===== config.mk =====
export PLATFORM = sky130hd
export DESIGN_NAME = pcnt_top
export DESIGN_NICKNAME = d
export VERILOG_FILES = /design/src/rtl/pcnt_pkg.sv /design/src/rtl/pcnt_sync.sv /design/src/rtl/pcnt_decode.sv /design/src/rtl/pcnt_core.sv /design/src/rtl/pcnt_compare.sv /design/src/rtl/pcnt_top.sv
export SDC_FILE = /design/constraint.sdc
export NUM_CORES = 1
export LEC_CHECK = 0
export BUFFER_PORTS_ARGS = -buffer_cell sky130_fd_sc_hd__buf_2
export CAP_MARGIN = 20
export CORE_MARGIN = 4
export CORE_UTILIZATION = 60
export DETAILED_ROUTE_END_ITERATION = 10
export GPL_ROUTABILITY_DRIVEN = 0
export PLACE_DENSITY = 0.85
export SYNTH_ARGS = -nofsm -noshare
export SYNTH_HDL_FRONTEND = slang
export SYNTH_SLANG_ARGS = --single-unit

===== constraint.sdc =====
create_clock -name clk -period 5.5 [get_ports clk]
set_clock_uncertainty 0.2 [all_clocks]
set_input_delay 0.55 -clock clk [delete_from_list [all_inputs] [get_ports clk]]
set_output_delay 0.55 -clock clk [all_outputs]
set_load 0.02 [all_outputs]

===== src/rtl/pcnt_pkg.sv =====
package pcnt_pkg;

    typedef enum logic [2:0] {
        MD_SP1 = 3'd0,
        MD_SP2 = 3'd1,
        MD_DIR = 3'd2,
        MD_QX1 = 3'd3,
        MD_QX2 = 3'd4,
        MD_QX4 = 3'd5
    } pcnt_mode_e;

    typedef enum logic [1:0] {
        STEP_NONE = 2'd0,
        STEP_UP   = 2'd1,
        STEP_DN   = 2'd2
    } pcnt_step_e;

    typedef struct packed {
        logic a;
        logic b;
        logic pre;
        logic lat;
    } pcnt_pins_t;

    localparam int PINS_W = $bits(pcnt_pins_t);

    localparam logic [2:0] ADDR_CTRL   = 3'd0;
    localparam logic [2:0] ADDR_CMD    = 3'd1;
    localparam logic [2:0] ADDR_PRESET = 3'd2;
    localparam logic [2:0] ADDR_CMP    = 3'd3;
    localparam logic [2:0] ADDR_PV     = 3'd4;
    localparam logic [2:0] ADDR_LATCH  = 3'd5;
    localparam logic [2:0] ADDR_STATUS = 3'd6;

    function automatic pcnt_step_e pcnt_decode_step(
        input pcnt_mode_e m,
        input logic a, input logic b,
        input logic pa, input logic pb
    );
        logic a_rise, b_rise, a_chg, b_chg;
        pcnt_step_e s;
        a_rise = a & ~pa;
        b_rise = b & ~pb;
        a_chg  = a ^ pa;
        b_chg  = b ^ pb;
        s      = STEP_NONE;
        case (m)
            MD_SP1: if (a_rise) s = b ? STEP_DN : STEP_UP;
            MD_SP2: if (a_chg)  s = b ? STEP_DN : STEP_UP;
            MD_DIR: begin
                if (a_rise && !b_rise)      s = STEP_UP;
                else if (b_rise && !a_rise) s = STEP_DN;
            end
            MD_QX1: if (a_chg && !b_chg && !b) s = a_rise ? STEP_UP : STEP_DN;
            MD_QX2: if (a_chg && !b_chg) s = (a != b) ? STEP_UP : STEP_DN;
            MD_QX4: begin
                if (a_chg && !b_chg)      s = (a != b) ? STEP_UP : STEP_DN;
                else if (b_chg && !a_chg) s = (a == b) ? STEP_UP : STEP_DN;
            end
            default: s = STEP_NONE;
        endcase
        return s;
    endfunction

endpackage


===== src/rtl/pcnt_sync.sv =====
module pcnt_sync #(
    parameter int W      = 4,
    parameter int STAGES = 2
) (
    input  logic         clk,
    input  logic         rst,
    input  logic [W-1:0] d,
    output logic [W-1:0] q
);
    logic [W-1:0] stg [STAGES];

    for (genvar i = 0; i < STAGES; i++) begin : g_stage
        if (i == 0) begin : g_first
            always_ff @(posedge clk) begin
                if (rst) stg[i] <= '0;
                else     stg[i] <= d;
            end
        end else begin : g_next
            always_ff @(posedge clk) begin
                if (rst) stg[i] <= '0;
                else     stg[i] <= stg[i-1];
            end
        end
    end

    assign q = stg[STAGES-1];
endmodule


===== src/rtl/pcnt_decode.sv =====
module pcnt_decode
    import pcnt_pkg::*;
(
    input  logic       clk,
    input  logic       rst,
    input  pcnt_pins_t cur,
    input  pcnt_mode_e mode,
    output pcnt_step_e step,
    output logic       pre_rise,
    output logic       lat_rise
);
    pcnt_pins_t prev;

    always_ff @(posedge clk) begin
        if (rst) prev <= '0;
        else     prev <= cur;
    end

    always_comb begin
        step     = pcnt_decode_step(mode, cur.a, cur.b, prev.a, prev.b);
        pre_rise = cur.pre & ~prev.pre;
        lat_rise = cur.lat & ~prev.lat;
    end
endmodule


===== src/rtl/pcnt_core.sv =====
module pcnt_core
    import pcnt_pkg::*;
#(
    parameter int CW = 32
) (
    input  logic          clk,
    input  logic          rst,
    input  logic          cnt_en,
    input  pcnt_step_e    step,
    input  logic          load,
    input  logic [CW-1:0] load_val,
    input  logic          latch_evt,
    output logic [CW-1:0] pv,
    output logic [CW-1:0] latch_q
);
    localparam logic [CW-1:0] ONE = CW'(1);

    always_ff @(posedge clk) begin
        if (rst) begin
            pv      <= '0;
            latch_q <= '0;
        end else begin
            if (latch_evt) latch_q <= pv;
            if (load)                              pv <= load_val;
            else if (cnt_en && step == STEP_UP)    pv <= pv + ONE;
            else if (cnt_en && step == STEP_DN)    pv <= pv - ONE;
        end
    end
endmodule


===== src/rtl/pcnt_compare.sv =====
module pcnt_compare #(
    parameter int CW = 32
) (
    input  logic          clk,
    input  logic          rst,
    input  logic [CW-1:0] pv,
    input  logic [CW-1:0] cmp,
    input  logic          clr,
    input  logic          out_en,
    output logic          flag,
    output logic          coin_out,
    output logic          irq
);
    logic eq, eq_d;

    assign eq  = (pv == cmp);
    assign irq = eq & ~eq_d;

    always_ff @(posedge clk) begin
        if (rst) begin
            eq_d <= 1'b1;
            flag <= 1'b0;
        end else begin
            eq_d <= eq;
            if (clr)      flag <= 1'b0;
            else if (irq) flag <= 1'b1;
        end
    end

    assign coin_out = flag & out_en;
endmodule


===== src/rtl/pcnt_top.sv =====
module pcnt_top
    import pcnt_pkg::*;
#(
    parameter int CW          = 32,
    parameter int AW          = 3,
    parameter int SYNC_STAGES = 2
) (
    input  logic          clk,
    input  logic          rst,
    input  logic          pulse_a,
    input  logic          pulse_b,
    input  logic          preset_pin,
    input  logic          latch_pin,
    input  logic          host_wr,
    input  logic [AW-1:0] host_addr,
    input  logic [CW-1:0] host_wdata,
    output logic [CW-1:0] host_rdata,
    output logic          coin_out,
    output logic          irq
);
    pcnt_pins_t raw_pins, syn_pins;
    logic [PINS_W-1:0] syn_vec;

    logic          cnt_en_q, coin_en_q;
    pcnt_mode_e    mode_q;
    logic [CW-1:0] preset_q, cmp_q;
    logic [CW-1:0] pv_w, latch_w;
    pcnt_step_e    step_w;
    logic          pre_rise, lat_rise, load_w, clr_w, cmd_wr, flag_w;

    assign raw_pins = '{a: pulse_a, b: pulse_b, pre: preset_pin, lat: latch_pin};

    pcnt_sync #(.W(PINS_W), .STAGES(SYNC_STAGES)) u_sync (
        .clk(clk), .rst(rst), .d(raw_pins), .q(syn_vec)
    );
    assign syn_pins = pcnt_pins_t'(syn_vec);

    pcnt_decode u_dec (
        .clk(clk), .rst(rst), .cur(syn_pins), .mode(mode_q),
        .step(step_w), .pre_rise(pre_rise), .lat_rise(lat_rise)
    );

    always_ff @(posedge clk) begin
        if (rst) begin
            cnt_en_q  <= 1'b0;
            coin_en_q <= 1'b0;
            mode_q    <= MD_SP1;
            preset_q  <= '0;
            cmp_q     <= '0;
        end else if (host_wr) begin
            case (AW'(host_addr))
                AW'(ADDR_CTRL): begin
                    cnt_en_q  <= host_wdata[0];
                    mode_q    <= pcnt_mode_e'(host_wdata[3:1]);
                    coin_en_q <= host_wdata[4];
                end
                AW'(ADDR_PRESET): preset_q <= host_wdata;
                AW'(ADDR_CMP):    cmp_q    <= host_wdata;
                default: ;
            endcase
        end
    end

    assign cmd_wr = host_wr && (host_addr == AW'(ADDR_CMD));
    assign load_w = pre_rise | (cmd_wr & host_wdata[0]);
    assign clr_w  = cmd_wr & host_wdata[1];

    pcnt_core #(.CW(CW)) u_core (
        .clk(clk), .rst(rst), .cnt_en(cnt_en_q), .step(step_w),
        .load(load_w), .load_val(preset_q), .latch_evt(lat_rise),
        .pv(pv_w), .latch_q(latch_w)
    );

    pcnt_compare #(.CW(CW)) u_cmp (
        .clk(clk), .rst(rst), .pv(pv_w), .cmp(cmp_q), .clr(clr_w),
        .out_en(coin_en_q), .flag(flag_w), .coin_out(coin_out), .irq(irq)
    );

    always_comb begin
        host_rdata = '0;
        case (AW'(host_addr))
            AW'(ADDR_CTRL): begin
                host_rdata[0]   = cnt_en_q;
                host_rdata[3:1] = mode_q;
                host_rdata[4]   = coin_en_q;
            end
            AW'(ADDR_PRESET): host_rdata = preset_q;
            AW'(ADDR_CMP):    host_rdata = cmp_q;
            AW'(ADDR_PV):     host_rdata = pv_w;
            AW'(ADDR_LATCH):  host_rdata = latch_w;
            AW'(ADDR_STATUS): begin
                host_rdata[0] = flag_w;
                host_rdata[1] = syn_pins.a;
                host_rdata[2] = syn_pins.b;
                host_rdata[3] = syn_pins.pre;
                host_rdata[4] = syn_pins.lat;
            end
            default: host_rdata = '0;
        endcase
    end
endmodule


Yosys cells after proc, flatten, opt, wreduce, memory -nomap -nowiden
Memory sizes are Yosys's and may differ from the RTL's.
Index checks and enable logic that the tools add are counted.
{"block": "totals", "memories": 1, "input_bits": 42, "ff_bits": 139, "mem_bits_rw": 8, "elab_cells": 93}
{"memory": "u_sync.stg", "depth": 2, "word_bits": 4, "rd": 2, "rd_ports_with_merged_regs": 0, "wr": 2, "line": "pcnt_sync.sv:10", "rtl": "logic [W-1:0] stg [STAGES];"}
{"block": "classes", "bitwise": 18, "n_mux": 23, "eq_ne": 16, "reduce_logical": 20, "add_sub_neg": 2}
{"op": "27-bit case mux with 4 select lines", "n": 1}
{"op": "32-bit two-way mux", "n": 3}
{"op": "32-bit by 1-bit adder with 32-bit output, second input constant", "n": 1}
{"op": "32-bit == test", "n": 1}
{"op": "32-bit by 1-bit subtractor with 32-bit output, second input constant", "n": 1}
{"op": "5-bit case mux with 6 select lines", "n": 1}
{"op": "2-bit two-way mux", "n": 12}
{"op": "3-bit == test, second input constant", "n": 5}
{"op": "3-bit by 2-bit == test with 1-bit output, second input constant", "n": 4}
{"op": "2-bit case mux with 6 select lines", "n": 1}
{"op": "1-bit bitwise AND", "n": 8}
{"op": "1-bit logical AND", "n": 8}
{"op": "4-bit two-way mux", "n": 2}
{"op": "3-bit by 1-bit == test with 1-bit output, second input constant", "n": 2}
{"op": "3-bit logical NOT", "n": 2}
{"op": "2-bit AND reduction", "n": 3}
{"op": "1-bit logical NOT", "n": 5}
{"op": "1-bit NOT", "n": 5}
{"op": "1-bit two-way mux", "n": 3}
{"op": "1-bit bitwise OR", "n": 3}
{"op": "3-bit nonzero test", "n": 1}
{"op": "2-bit by 1-bit == test with 1-bit output, second input constant", "n": 1}
{"op": "2-bit == test, second input constant", "n": 1}
{"op": "2-bit OR reduction", "n": 1}
{"op": "other kinds (3)", "n": 4}

Logic depth before layout (Yosys ltp)
Gate-level depths: netlist of run 1.
{"block": "logic_depth", "word_depth": 12, "mapped_depth": 17, "depth_no_buf": 17}

Hierarchy
A second synthesis of run 1 with hierarchy kept.
{"block": "unflattened", "cells_unflattened": 1075, "area_unflattened_um2": 8843.5}
{"mod": "pcnt_core", "cells_per_inst": 541, "area_per_inst_um2": 4401.7, "n_inst": 1, "seq_area_each_um2": 1281.2}
{"mod": "pcnt_top", "cells_per_inst": 432, "area_per_inst_um2": 3500.9, "n_inst": 1, "seq_area_each_um2": 1381.3}
{"mod": "pcnt_compare", "cells_per_inst": 51, "area_per_inst_um2": 422.9, "n_inst": 1, "seq_area_each_um2": 40.0}
{"mod": "pcnt_decode", "cells_per_inst": 35, "area_per_inst_um2": 307.8, "n_inst": 1, "seq_area_each_um2": 80.1}
{"mod": "pcnt_sync", "cells_per_inst": 16, "area_per_inst_um2": 210.2, "n_inst": 1, "seq_area_each_um2": 160.2}

Worst setup path after synthesis of run 1
No wires, ideal clock.
{"block": "synth_path", "path_type": "reg-to-reg", "startpoint": "memory u_sync.stg[1][2]", "endpoint": "register u_core.pv[29]", "n_path_buf": 1, "setup_time_ns": 0.086, "stages_incl_launch_ff": 17, "t_required_ns": 5.214, "slack_ns": 0.744, "t_arrival_ns": 4.470, "path_cell_list": "dfxtp_1 -> ha_1 -> and4bb_1 -> o211ai_1 -> o31ai_2 -> o2111ai_2 -> ha_1 -> clkbuf_1 -> and4_1 -> and4_1 -> a32o_1 -> a2111oi_0 -> nor2_1 -> o21ai_0 -> mux2i_1 -> o21ai_0 -> a211oi_1"}
{"element": "start, declared", "line": "pcnt_sync.sv:10"}
{"element": "end signal, assigned", "line": "pcnt_core.sv:24", "rtl": "if (load) pv <= load_val;"}
{"element": "end signal, assigned", "line": "pcnt_core.sv:25", "rtl": "else if (cnt_en && step == STEP_UP) pv <= pv + ONE;"}
{"element": "end signal, assigned", "line": "pcnt_core.sv:26", "rtl": "else if (cnt_en && step == STEP_DN) pv <= pv - ONE;"}
{"element": "end, declared", "line": "pcnt_core.sv:13", "rtl": "output logic [CW-1:0] pv,"}

==> impl_metrics.py, run 1 <==
metrics = {
    "run_status": {
        "outcome": "finished, final reports clean",
    },
    "drt": {
        "vias_per_cell": 6.32,
        "drt_iter0_markers": 1011,
        "drt_wl_total_mm": 24.3,
        "drc": 0,
        "vias": 8184,
        "drt_first_pass_iters": 9,
        "wl_per_cell_um": 18.7,
        "ant_nets": 0,
    },
    "yosys": {
        "synth.net_count": 1145,
        "async_reset_ff_frac": 0,
        "synth-seq-cells": 147,
        "ys_seq_area_frac": 0.353,
        "syn_inst": 1069,
        "ys_types": 62,
        "synth_edf_count": 0,
        "syn-cell-area_um2": 8340,
        "avgSynthCellArea_um2": 7.80,
        "ys_warn_count": 0,
        "synth_ff_type": "dfxtp_1",
    },
    "power": {
        "clkPwrFrac": 0.439,
        "power_uw": 2960,
        "vdd_drop_max_uv": 233,
        "combPwrFrac": 0.177,
        "switching_power_uw": 817,
        "p_int_uw": 2140,
        "power_leakage_uw": 0.00370,
        "seqPwrFrac": 0.384,
        "switching_share": 0.276,
        "cellPowerDensity_nw_per_um2": 312,
    },
    "sta": {
        "post-route-period-util": 0.880,
        "worst_slack_ns": 0.659,
        "slew_violations": 0,
        "whs_ns": 0.132,
        "fmax_mhz": 207,
        "grt_setup_unrepaired": "no",
        "finalHoldViolCount": 0,
        "setup_viol": 0,
        "slew-limit-headroom": 0.324,
        "min_period_ns": 4.84,
        "tightest_slew_ns": 1.01,
        "finalSetupTns_ns": 0,
    },
    "setup_path": {
        "arrival_ns": 4.98,
        "crit_start": "u_sync.stg[1][2]$_SDFF_PP0_",
        "crit_type": "reg -> reg",
        "cp.required_ns": 5.64,
        "crit_chain": "ha_1 > and4bb_1 > o211ai_1 > o31ai_2 > o2111ai_2 > buf_4 > ha_1 > and4_1 > and4_1 > a32o_1 > a2111oi_0 > nor2_1 > o21ai_0 > mux2i_1 > o21ai_0 > a211oi_1",
        "worstSetupEndpoint": "u_core.pv[29]$_SDFFE_PP0P_",
        "critPathMaxFanout": 36,
        "slowest_stage": "dfxtp_1",
        "cp_slowest_stage_delay_ns": 0.52,
        "r2r_slack_ns": 0.66,
        "startpoint_type": "flip-flop",
        "ff2ff_path_depth": 16,
        "worst_r2r_endpoint": "u_core.pv[29]$_SDFFE_PP0P_",
        "r2r_start": "u_sync.stg[1][2]$_SDFF_PP0_",
        "cp-end-kind": "flip-flop",
    },
    "clock_tree": {
        "cts_tree": "done",
        "clkTransAtPathRegs_ns": 0.06,
        "htree_levels": 4,
        "cts_root_buf": "clkbuf_16",
        "clock_path_buffers": 2,
        "cts.sinks": 147,
        "cts_setup_buffers": 0,
        "cts_hold_buf": 0,
        "clk_latency_ns": 0.42,
        "numCtsBuffers": 17,
        "cts_resized": 0,
    },
    "floorplanning": {
        "ioPinCount": 76,
        "start_util": 0.620,
        "rows": 42,
        "dieArea_um2": 15900,
        "die_w_um": 126,
        "die_h_um": 126,
        "core_area_um2": 13500,
    },
    "cells_and_area": {
        "finalNetCount": 1182,
        "fin_cells": 1295,
        "final_cell_mix": "nand2_1 (260), dfxtp_1 (147), a21oi_1 (146)",
        "drive_gt1_frac": 0.122,
        "final_common_cell": "nand2_1",
        "syn2layout_area_growth_pct": 13.4,
        "antenna_cells": 0,
    },
    "global_route": {
        "grt_max_degree": 92,
        "grt_usage": 0.302,
        "grt_pass1_vias": 7752,
        "antenna_found_initial": 0,
        "grt.overflow.total": 0,
        "grt_pass1_wl_mm": 39.3,
    },
    "placed_design": {
        "dp_slack_ns": 0.839,
        "dp.cells": 1263,
        "port_buffers": 75,
        "place_hpwl_mm": 16.2,
    },
    "run": {
        "max-cap-violations": 0,
    },
    "worst_hold_path": {
        "hold_class": "in -> reg",
    },
}
per-stage QoR:
stage               area [um2]   util
finish                    9460  0.703
global route              9460  0.703
CTS                       9460  0.703
detailed placement        8800  0.654
global placement          8800  0.654
floorplan                 8340      -
flip-flops by register name, summed over array words and instances (netlist names):
name,count
u_sync.stg,8
u_dec.prev,4
preset_q,32
cnt_en_q,1
u_core.latch_q,32
cmp_q,32
u_cmp.flag,1
coin_en_q,1
u_core.pv,32
mode_q,3
u_cmp.eq_d,1
power groups by stage:
stage	clock [uW]	sequential [uW]	combinational, uW
global route	1350	1140	570
CTS	1300	1130	512
finish	1300	1140	524
global placement	0	1160	496
floorplan	0	1140	384
detailed placement	0	1160	503
area by class of cell:
| class | instances | area [um2] |
|---|---|---|
| inverters | 7 | 26.3 |
| clock buffers | 20 | 457 |
| clock inverters | 12 | 203 |
| fillers | 1067 | 3990 |
| multi-input cells | 842 | 5120 |
| repair buffers | 91 | 498 |
| flip-flops and latches | 147 | 2940 |
| well taps | 176 | 220 |
cell families after synthesis:
kind of cell,share of synthesized area
xor+xnor,0.0628
mux,0.0180
compound gates,0.268
fa+ha+maj,0.0519
simple gates,0.209
flops,0.353
buf+inv,0.0375
how the worst min path moves through the flow:
stage	from	end	slack (ns)	cells after the start
after CTS	pulse_a	u_sync.stg[0][3]$_SDFF_PP0_	0.12	2
after detailed placement	u_sync.stg[0][2]$_SDFF_PP0_	u_sync.stg[1][2]$_SDFF_PP0_	0.24	1
after global placement	u_sync.stg[0][0]$_SDFF_PP0_	u_sync.stg[1][0]$_SDFF_PP0_	0.22	1
after floorplan	u_sync.stg[0][0]$_SDFF_PP0_	u_sync.stg[1][0]$_SDFF_PP0_	0.21	1
after global routing	pulse_a	u_sync.stg[0][3]$_SDFF_PP0_	0.14	2
final	pulse_a	u_sync.stg[0][3]$_SDFF_PP0_	0.13	2
synthesized netlist by cell type, drive strengths merged, types with 2 or more instances:
library cell,count,area [um2]
a211o,2,17.5
a211oi,23,183
a21o,23,173
a21oi,146,731
a221o,32,320
a22o,28,245
a22oi,3,22.5
a311oi,16,140
a31oi,5,31.3
and2,6,37.5
and3,5,31.3
and3b,3,26.3
and4,5,43.8
buf,7,38.8
clkbuf,66,248
dfxtp,147,2940
ha,33,413
inv,7,26.3
mux2i,15,150
nand2,260,976
nand2b,4,25.0
nand3,9,45.0
nand4,9,56.3
nor2,61,229
nor2b,20,125
nor3,4,20.0
nor3b,5,37.5
nor4,5,31.3
o2111ai,2,23.8
o211ai,7,52.6
o21a,4,30.0
o21ai,24,124
o21bai,3,22.5
o31a,2,17.5
or2,2,12.5
xnor2,49,437
xor2,10,87.6
routing by layer:
layer | vias up | wire (um) | global-route usage
met5 | - | 0 | 0
met4 | 0 | 857 | 0.140
met3 | 74 | 2400 | 0.0673
met2 | 428 | 10900 | 0.466
met1 | 3791 | 10100 | 0.403
li1 | 3891 | - | -
worst max-delay path: cells and delay by family, from the launching register on:
family / cells / cell delay, ns
compound gates: 8 / 1.84
simple gates: 4 / 0.82
fa+ha+maj: 2 / 0.72
flops: 1 / 0.52
buf+inv: 1 / 0.40
mux: 1 / 0.23
No activity file was read; power rests on OpenSTA's default activity.
==> inputs of run 2 (changes only) <==
--- a/config.mk
+++ b/config.mk
@@ -7,11 +7,13 @@
 export LEC_CHECK = 0
 export BUFFER_PORTS_ARGS = -buffer_cell sky130_fd_sc_hd__buf_2
 export CAP_MARGIN = 20
+export CELL_PAD_IN_SITES_DETAIL_PLACEMENT = 2
+export CELL_PAD_IN_SITES_GLOBAL_PLACEMENT = 2
 export CORE_MARGIN = 4
-export CORE_UTILIZATION = 60
+export CORE_UTILIZATION = 35
 export DETAILED_ROUTE_END_ITERATION = 10
 export GPL_ROUTABILITY_DRIVEN = 0
-export PLACE_DENSITY = 0.85
+export PLACE_DENSITY = 0.84
 export SYNTH_ARGS = -nofsm -noshare
 export SYNTH_HDL_FRONTEND = slang
 export SYNTH_SLANG_ARGS = --single-unit
==> run 2 against run 1 <==
Compared with the run above:
- sequential cell count unchanged
- clock power down 8%
- die area grew 66%
- global-route usage shrank 3.8 points
- worst hold slack got worse by 0.0060 ns
- combinational power up 11%
- largest power group unchanged
==> impl_metrics.py, run 2 (synthesis results as in run 1) <==
metrics = {
    "setup_path": {
        "cp-end-kind": "flip-flop",
        "startpoint_type": "flip-flop",
        "cp.required_ns": 5.63,
        "critPathMaxFanout": 36,
        "arrival_ns": 5.24,
        "cp_slowest_stage_delay_ns": 0.51,
        "worst_r2r_endpoint": "u_core.pv[21]$_SDFFE_PP0P_",
        "crit_family": "compound AO/OA/AOI/OAI gates",
        "cp_num_cells": 16,
        "ff2ff_path_depth": 16,
        "r2r_slack_ns": 0.39,
        "crit_buf_inv": 1,
        "crit_chain": "ha_1 > and4bb_1 > o211ai_1 > o31ai_2 > o2111ai_2 > buf_6 > ha_1 > o211ai_1 > o21ai_0 > a21oi_1 > nor3_1 > o221ai_1 > o21ai_0 > xor2_1 > mux2i_1 > a211oi_1",
        "r2r_start": "u_sync.stg[1][2]$_SDFF_PP0_",
        "worstSetupEndpoint": "u_core.pv[21]$_SDFFE_PP0P_",
        "crit_start": "u_sync.stg[1][2]$_SDFF_PP0_",
        "slowest_stage": "dfxtp_1",
        "crit_type": "reg -> reg",
    },
    "floorplanning": {
        "die_w_um": 162,
        "ioPinCount": 76,
        "die_h_um": 162,
        "rows": 56,
        "dieArea_um2": 26400,
        "core_area_um2": 23500,
        "start_util": 0.355,
    },
    "power": {
        "clkPwrFrac": 0.411,
        "vdd_drop_max_uv": 216,
        "switching_power_uw": 938,
        "power_uw": 2930,
        "cellPowerDensity_nw_per_um2": 305,
        "p_int_uw": 1990,
        "seqPwrFrac": 0.389,
        "power_leakage_uw": 0.00366,
        "switching_share": 0.320,
        "combPwrFrac": 0.200,
    },
    "sta": {
        "slew-limit-headroom": 0.250,
        "min_period_ns": 5.11,
        "grt_setup_unrepaired": "no",
        "finalSetupTns_ns": 0,
        "fmax_mhz": 196,
        "whs_ns": 0.126,
        "tightest_slew_ns": 1.13,
        "setup_viol": 0,
        "finalHoldViolCount": 0,
        "slew_violations": 0,
        "post-route-period-util": 0.930,
    },
    "global_route": {
        "grt_max_degree": 61,
        "grt_pass1_wl_mm": 54.4,
        "grt.overflow.total": 0,
        "grt_pass1_vias": 9343,
        "antenna_found_initial": 0,
        "grt_usage": 0.264,
    },
    "cells_and_area": {
        "final_cell_mix": "nand2_1 (259), dfxtp_1 (147), a21oi_1 (146)",
        "syn2layout_area_growth_pct": 14.9,
        "final_common_cell": "nand2_1",
        "antenna_cells": 0,
        "finalNetCount": 1181,
        "fill_cells": 2668,
        "fin_util": 0.408,
        "drive_gt1_frac": 0.123,
    },
    "drt": {
        "vias": 8603,
        "drt_first_pass_iters": 5,
        "drc": 0,
        "wl_per_cell_um": 24.5,
        "ant_nets": 0,
        "vias_per_cell": 5.99,
        "drt_iter0_markers": 659,
        "drt_wl_total_mm": 35.2,
    },
    "clock_tree": {
        "cts_tree": "done",
        "numCtsBuffers": 17,
        "cts.sinks": 147,
        "cts_hold_buf": 0,
        "htree_levels": 4,
        "clkTransAtPathRegs_ns": 0.07,
        "clock_path_buffers": 2,
        "cts_root_buf": "clkbuf_16",
        "clk_latency_ns": 0.44,
    },
    "worst_hold_path": {
        "hold_class": "in -> reg",
        "min_from": "pulse_a",
    },
    "placed_design": {
        "place_hpwl_mm": 22.6,
        "port_buffers": 75,
    },
    "run_status": {
        "outcome": "finished, final reports clean",
    },
    "run": {
        "max-cap-violations": 0,
    },
}
[run 2: cell count changes in the layout (fill, tap and decap cells not counted), moves of 2 or more]
cell,previous run,this run
buf_4,17,14
bufinv_16,5,2
clkinv_4,3,1
clkinvlp_4,1,4
[run 2: how the worst min path moves through the flow]
stage | cells past startpoint | endpoint | slack, ns
6_report | 2 | u_sync.stg[0][3]$_SDFF_PP0_ | 0.13
3_5_place_dp | 1 | u_sync.stg[1][3]$_SDFF_PP0_ | 0.23
2_1_floorplan | 1 | u_sync.stg[1][0]$_SDFF_PP0_ | 0.21
5_1_grt | 2 | u_sync.stg[0][2]$_SDFF_PP0_ | 0.13
4_1_cts | 2 | u_sync.stg[0][3]$_SDFF_PP0_ | 0.12
3_3_place_gp | 1 | u_sync.stg[1][0]$_SDFF_PP0_ | 0.23
[run 2: routing by layer]
metal	global-route usage	share of wire	wire length [um]	vias to the layer above
li1	-	-	-	3871
met5	0	0	0	-
met1	0.321	0.42	14900	4398
met2	0.457	0.49	17200	253
met4	0.112	0.040	1400	0
met3	0.0486	0.050	1750	81
[run 2: final cells by class]
cell class,instances,area [um2],area share
well taps,319,399,0.0416
repair buffers,90,514,0.0537
multi-input cells,842,5130,0.535
clock buffers,19,443,0.0462
flip-flops and latches,147,2940,0.307
inverters,7,26.3,0.00274
clock inverters,12,131,0.0137
[run 2: through the flow]
| stage | cell area, um2 | worst slack (ns) | std cells |
|---|---|---|---|
| 2_1_floorplan | 8340 | 0.744 | 1069 |
| 3_3_place_gp | 8980 | 0.755 | 1404 |
| 3_5_place_dp | 8980 | 0.544 | 1404 |
| 4_1_cts | 9550 | 0.310 | 1435 |
| 5_1_grt | 9580 | 0.0613 | 1436 |
| 6_report | 9580 | 0.386 | 1436 |
[run 2: what timing repair did]
item | in CTS | in global routing
gates resized for setup | 0 | 2
buffers inserted | 0 | 0
endpoints found under the setup margin | 0 | 3
[run 2: power groups by stage]
| stage | logic (uW) | registers, uW | clock network, uW |
|---|---|---|---|
| 4_1_cts | 572 | 1140 | 1210 |
| 6_report | 584 | 1140 | 1200 |
| 2_1_floorplan | 384 | 1140 | 0 |
| 3_5_place_dp | 545 | 1160 | 0 |
| 3_3_place_gp | 525 | 1160 | 0 |
| 5_1_grt | 629 | 1140 | 1270 |
==> inputs of run 3 (changes only) <==
--- a/config.mk
+++ b/config.mk
@@ -10,10 +10,11 @@
 export CELL_PAD_IN_SITES_DETAIL_PLACEMENT = 2
 export CELL_PAD_IN_SITES_GLOBAL_PLACEMENT = 2
 export CORE_MARGIN = 4
-export CORE_UTILIZATION = 35
+export CORE_UTILIZATION = 37
 export DETAILED_ROUTE_END_ITERATION = 10
 export GPL_ROUTABILITY_DRIVEN = 0
-export PLACE_DENSITY = 0.84
+export PLACE_DENSITY = 0.86
 export SYNTH_ARGS = -nofsm -noshare
 export SYNTH_HDL_FRONTEND = slang
+export SYNTH_HIERARCHICAL = 1
 export SYNTH_SLANG_ARGS = --single-unit
==> run 3 against run 2 <==
Compared with the run above:
- total power down 4.1%
- non-clock buffer count is 3 lower
- wire length shrank 3.0%
- critical path depth fell by 2
- sequential cell count unchanged
- clock power rose by 3%
- design area grew 3.9%
- fmax rose by 3.1%
- cell count increased by 0.28%
- via count shrank 2.3%
- worst hold slack got worse by 0.0038 ns
- worst setup slack better by 0.16 ns
==> impl_metrics.py, run 3 <==
metrics = {
    "drt": {
        "drt_first_pass_iters": 5,
        "drc": 0,
        "wl_per_cell_um": 23.7,
        "drt_iter0_markers": 523,
        "vias_per_cell": 5.84,
        "drt_wl_total_mm": 34.2,
        "vias": 8404,
        "ant_nets": 0,
    },
    "worst_hold_path": {
        "min_to": "u_sync/stg[0][2]$_SDFF_PP0_",
        "hold_class": "in -> reg",
        "whs_path_depth": 2,
        "min_from": "pulse_b",
    },
    "yosys": {
        "synth_most_common_cell": "nand2_1",
        "netlist.area_leader.share": 0.333,
        "post-synth-top-area-cell": "dfxtp_1",
        "ys_warn_count": 6,
        "async_reset_ff_frac": 0,
        "synth.net_count": 1153,
        "synth_ff_type": "dfxtp_1",
        "synth-seq-cells": 147,
        "ys_seq_area_frac": 0.333,
        "avgSynthCellArea_um2": 8.23,
        "yosys-top-cells-count": "nand2_1 (180), dfxtp_1 (147), a21oi_1 (118)",
        "synthTopCellsByArea": "dfxtp_1 (33%), mux2i_1 (12%), nand2_1 (7.6%)",
        "syn_inst": 1075,
        "synth_edf_count": 0,
        "syn-cell-area_um2": 8840,
        "ys_types": 76,
    },
    "clock_tree": {
        "cts_resized": 0,
        "cts_tree": "done",
        "clk_latency_ns": 0.44,
        "cts.sinks": 147,
        "clock_path_buffers": 2,
        "clkTransAtPathRegs_ns": 0.07,
        "cts_setup_buffers": 0,
        "numCtsBuffers": 17,
        "cts_root_buf": "clkbuf_16",
        "cts_hold_buf": 0,
        "htree_levels": 4,
    },
    "sta": {
        "fmax_mhz": 202,
        "finalHoldViolCount": 0,
        "slew_violations": 0,
        "post-route-period-util": 0.902,
        "finalSetupTns_ns": 0,
        "slew-limit-headroom": 0.385,
        "min_period_ns": 4.96,
        "setup_viol": 0,
        "tightest_slew_ns": 0.922,
        "grt_setup_unrepaired": "no",
    },
    "global_route": {
        "grt_usage": 0.260,
        "grt.overflow.total": 0,
        "grt_max_degree": 80,
        "grt_pass1_vias": 9338,
        "antenna_found_initial": 1,
        "grt_pass1_wl_mm": 53.9,
    },
    "floorplanning": {
        "ioPinCount": 76,
        "die_h_um": 163,
        "rows": 56,
        "start_util": 0.377,
        "dieArea_um2": 26400,
        "die_w_um": 163,
        "core_area_um2": 23500,
    },
    "setup_path": {
        "worst_r2r_endpoint": "u_core/pv[23]$_SDFFE_PP0P_",
        "critPathMaxFanout": 28,
        "startpoint_type": "flip-flop",
        "cp.required_ns": 5.63,
        "arrival_ns": 5.09,
        "r2r_slack_ns": 0.54,
        "r2r_start": "u_sync/stg[1][2]$_SDFF_PP0_",
        "ff2ff_path_depth": 14,
        "cp-end-kind": "flip-flop",
        "crit_type": "reg -> reg",
    },
    "power": {
        "cellPowerDensity_nw_per_um2": 282,
        "seqPwrFrac": 0.399,
        "clkPwrFrac": 0.441,
        "power_leakage_uw": 0.00413,
        "p_int_uw": 1980,
        "combPwrFrac": 0.160,
        "switching_share": 0.293,
        "vdd_drop_max_uv": 124,
        "switching_power_uw": 823,
    },
    "cells_and_area": {
        "finalNetCount": 1186,
        "fin_util": 0.424,
        "final_common_cell": "nand2_1",
        "syn2layout_area_growth_pct": 12.5,
        "final_cell_mix": "nand2_1 (180), dfxtp_1 (147), a21oi_1 (118)",
        "drive_gt1_frac": 0.128,
    },
    "run": {
        "max-cap-violations": 0,
    },
    "placed_design": {
        "place_hpwl_mm": 22.9,
        "port_buffers": 75,
    },
    "run_status": {
        "outcome": "finished, final reports clean",
    },
}
## run 3: power by group through the flow
stage	registers (uW)	logic, uW	clock network, uW
floorplan	1130	315	0
global placement	1140	416	0
detailed placement	1140	432	0
CTS	1120	445	1260
global route	1120	486	1310
finish	1120	450	1240
## run 3: metrics by stage
stage / std cells / hold slack, ns / setup WS [ns] / total power (uW) / instance area [um2]
2_1_floorplan: 1075 / 0.214 / 0.798 / 1450 / 8840
3_3_place_gp: 1408 / 0.225 / 0.967 / 1560 / 9350
3_5_place_dp: 1408 / 0.235 / 0.696 / 1570 / 9350
4_1_cts: 1439 / 0.104 / 0.611 / 2820 / 9950
5_1_grt: 1440 / 0.126 / 0.218 / 2920 / 9950
6_report: 1440 / 0.123 / 0.541 / 2810 / 9950
## run 3: worst max-delay path, cell delays in order (launching register included)
cell and delay (ns):
dfxtp_1 0.49, ha_1 0.32, and4bb_2 0.27, o21ai_0 0.17
o211ai_1 0.16, or2_2 0.60, ha_1 0.49, o211ai_1 0.15
o21bai_1 0.38, o2111ai_1 0.22, a21oi_1 0.47, nand3_1 0.15
nand2_1 0.13, mux2_2 0.34, o41ai_1 0.29
## run 3: cell families after synthesis
group                      count (synthesis)  synth area share
buffers and inverters                     98            0.0543
AOI/OAI and AO/OA                        265             0.189
xor gates and xnor gates                  56            0.0563
DFF                                      147             0.333
muxes                                    110             0.125
adders and majority gates                 36            0.0518
and+or+nand+nor                          363             0.190
## run 3: routing by layer
layer / track usage / up-vias / share of wire
met5: 0 / - / 0
met1: 0.325 / 4282 / 0.44
met4: 0.0953 / 0 / 0.028
met2: 0.453 / 199 / 0.50
li1: - / 3867 / -
met3: 0.0428 / 56 / 0.035
## run 3: layout make-up
cell class,count,area [um2]
clock inverters,12,156
flip-flops and latches,147,2940
fillers,2662,13500
clock buffers,19,443
repair buffers,87,470
inverters,25,93.8
well taps,319,399
diodes,1,2.50
multi-input cells,830,5450
## run 3: worst max-delay path by stage
| stage | from | end |
|---|---|---|
| CTS | u_sync/stg[1][2]$_SDFF_PP0_ | u_core/pv[23]$_SDFFE_PP0P_ |
| detailed placement | u_sync/stg[1][2]$_SDFF_PP0_ | u_core/pv[23]$_SDFFE_PP0P_ |
| global placement | u_sync/stg[1][2]$_SDFF_PP0_ | u_core/pv[23]$_SDFFE_PP0P_ |
| global route | u_sync/stg[1][2]$_SDFF_PP0_ | u_core/pv[29]$_SDFFE_PP0P_ |
| floorplan | u_sync/stg[1][2]$_SDFF_PP0_ | u_core/pv[26]$_SDFFE_PP0P_ |
| finish | u_sync/stg[1][2]$_SDFF_PP0_ | u_core/pv[23]$_SDFFE_PP0P_ |
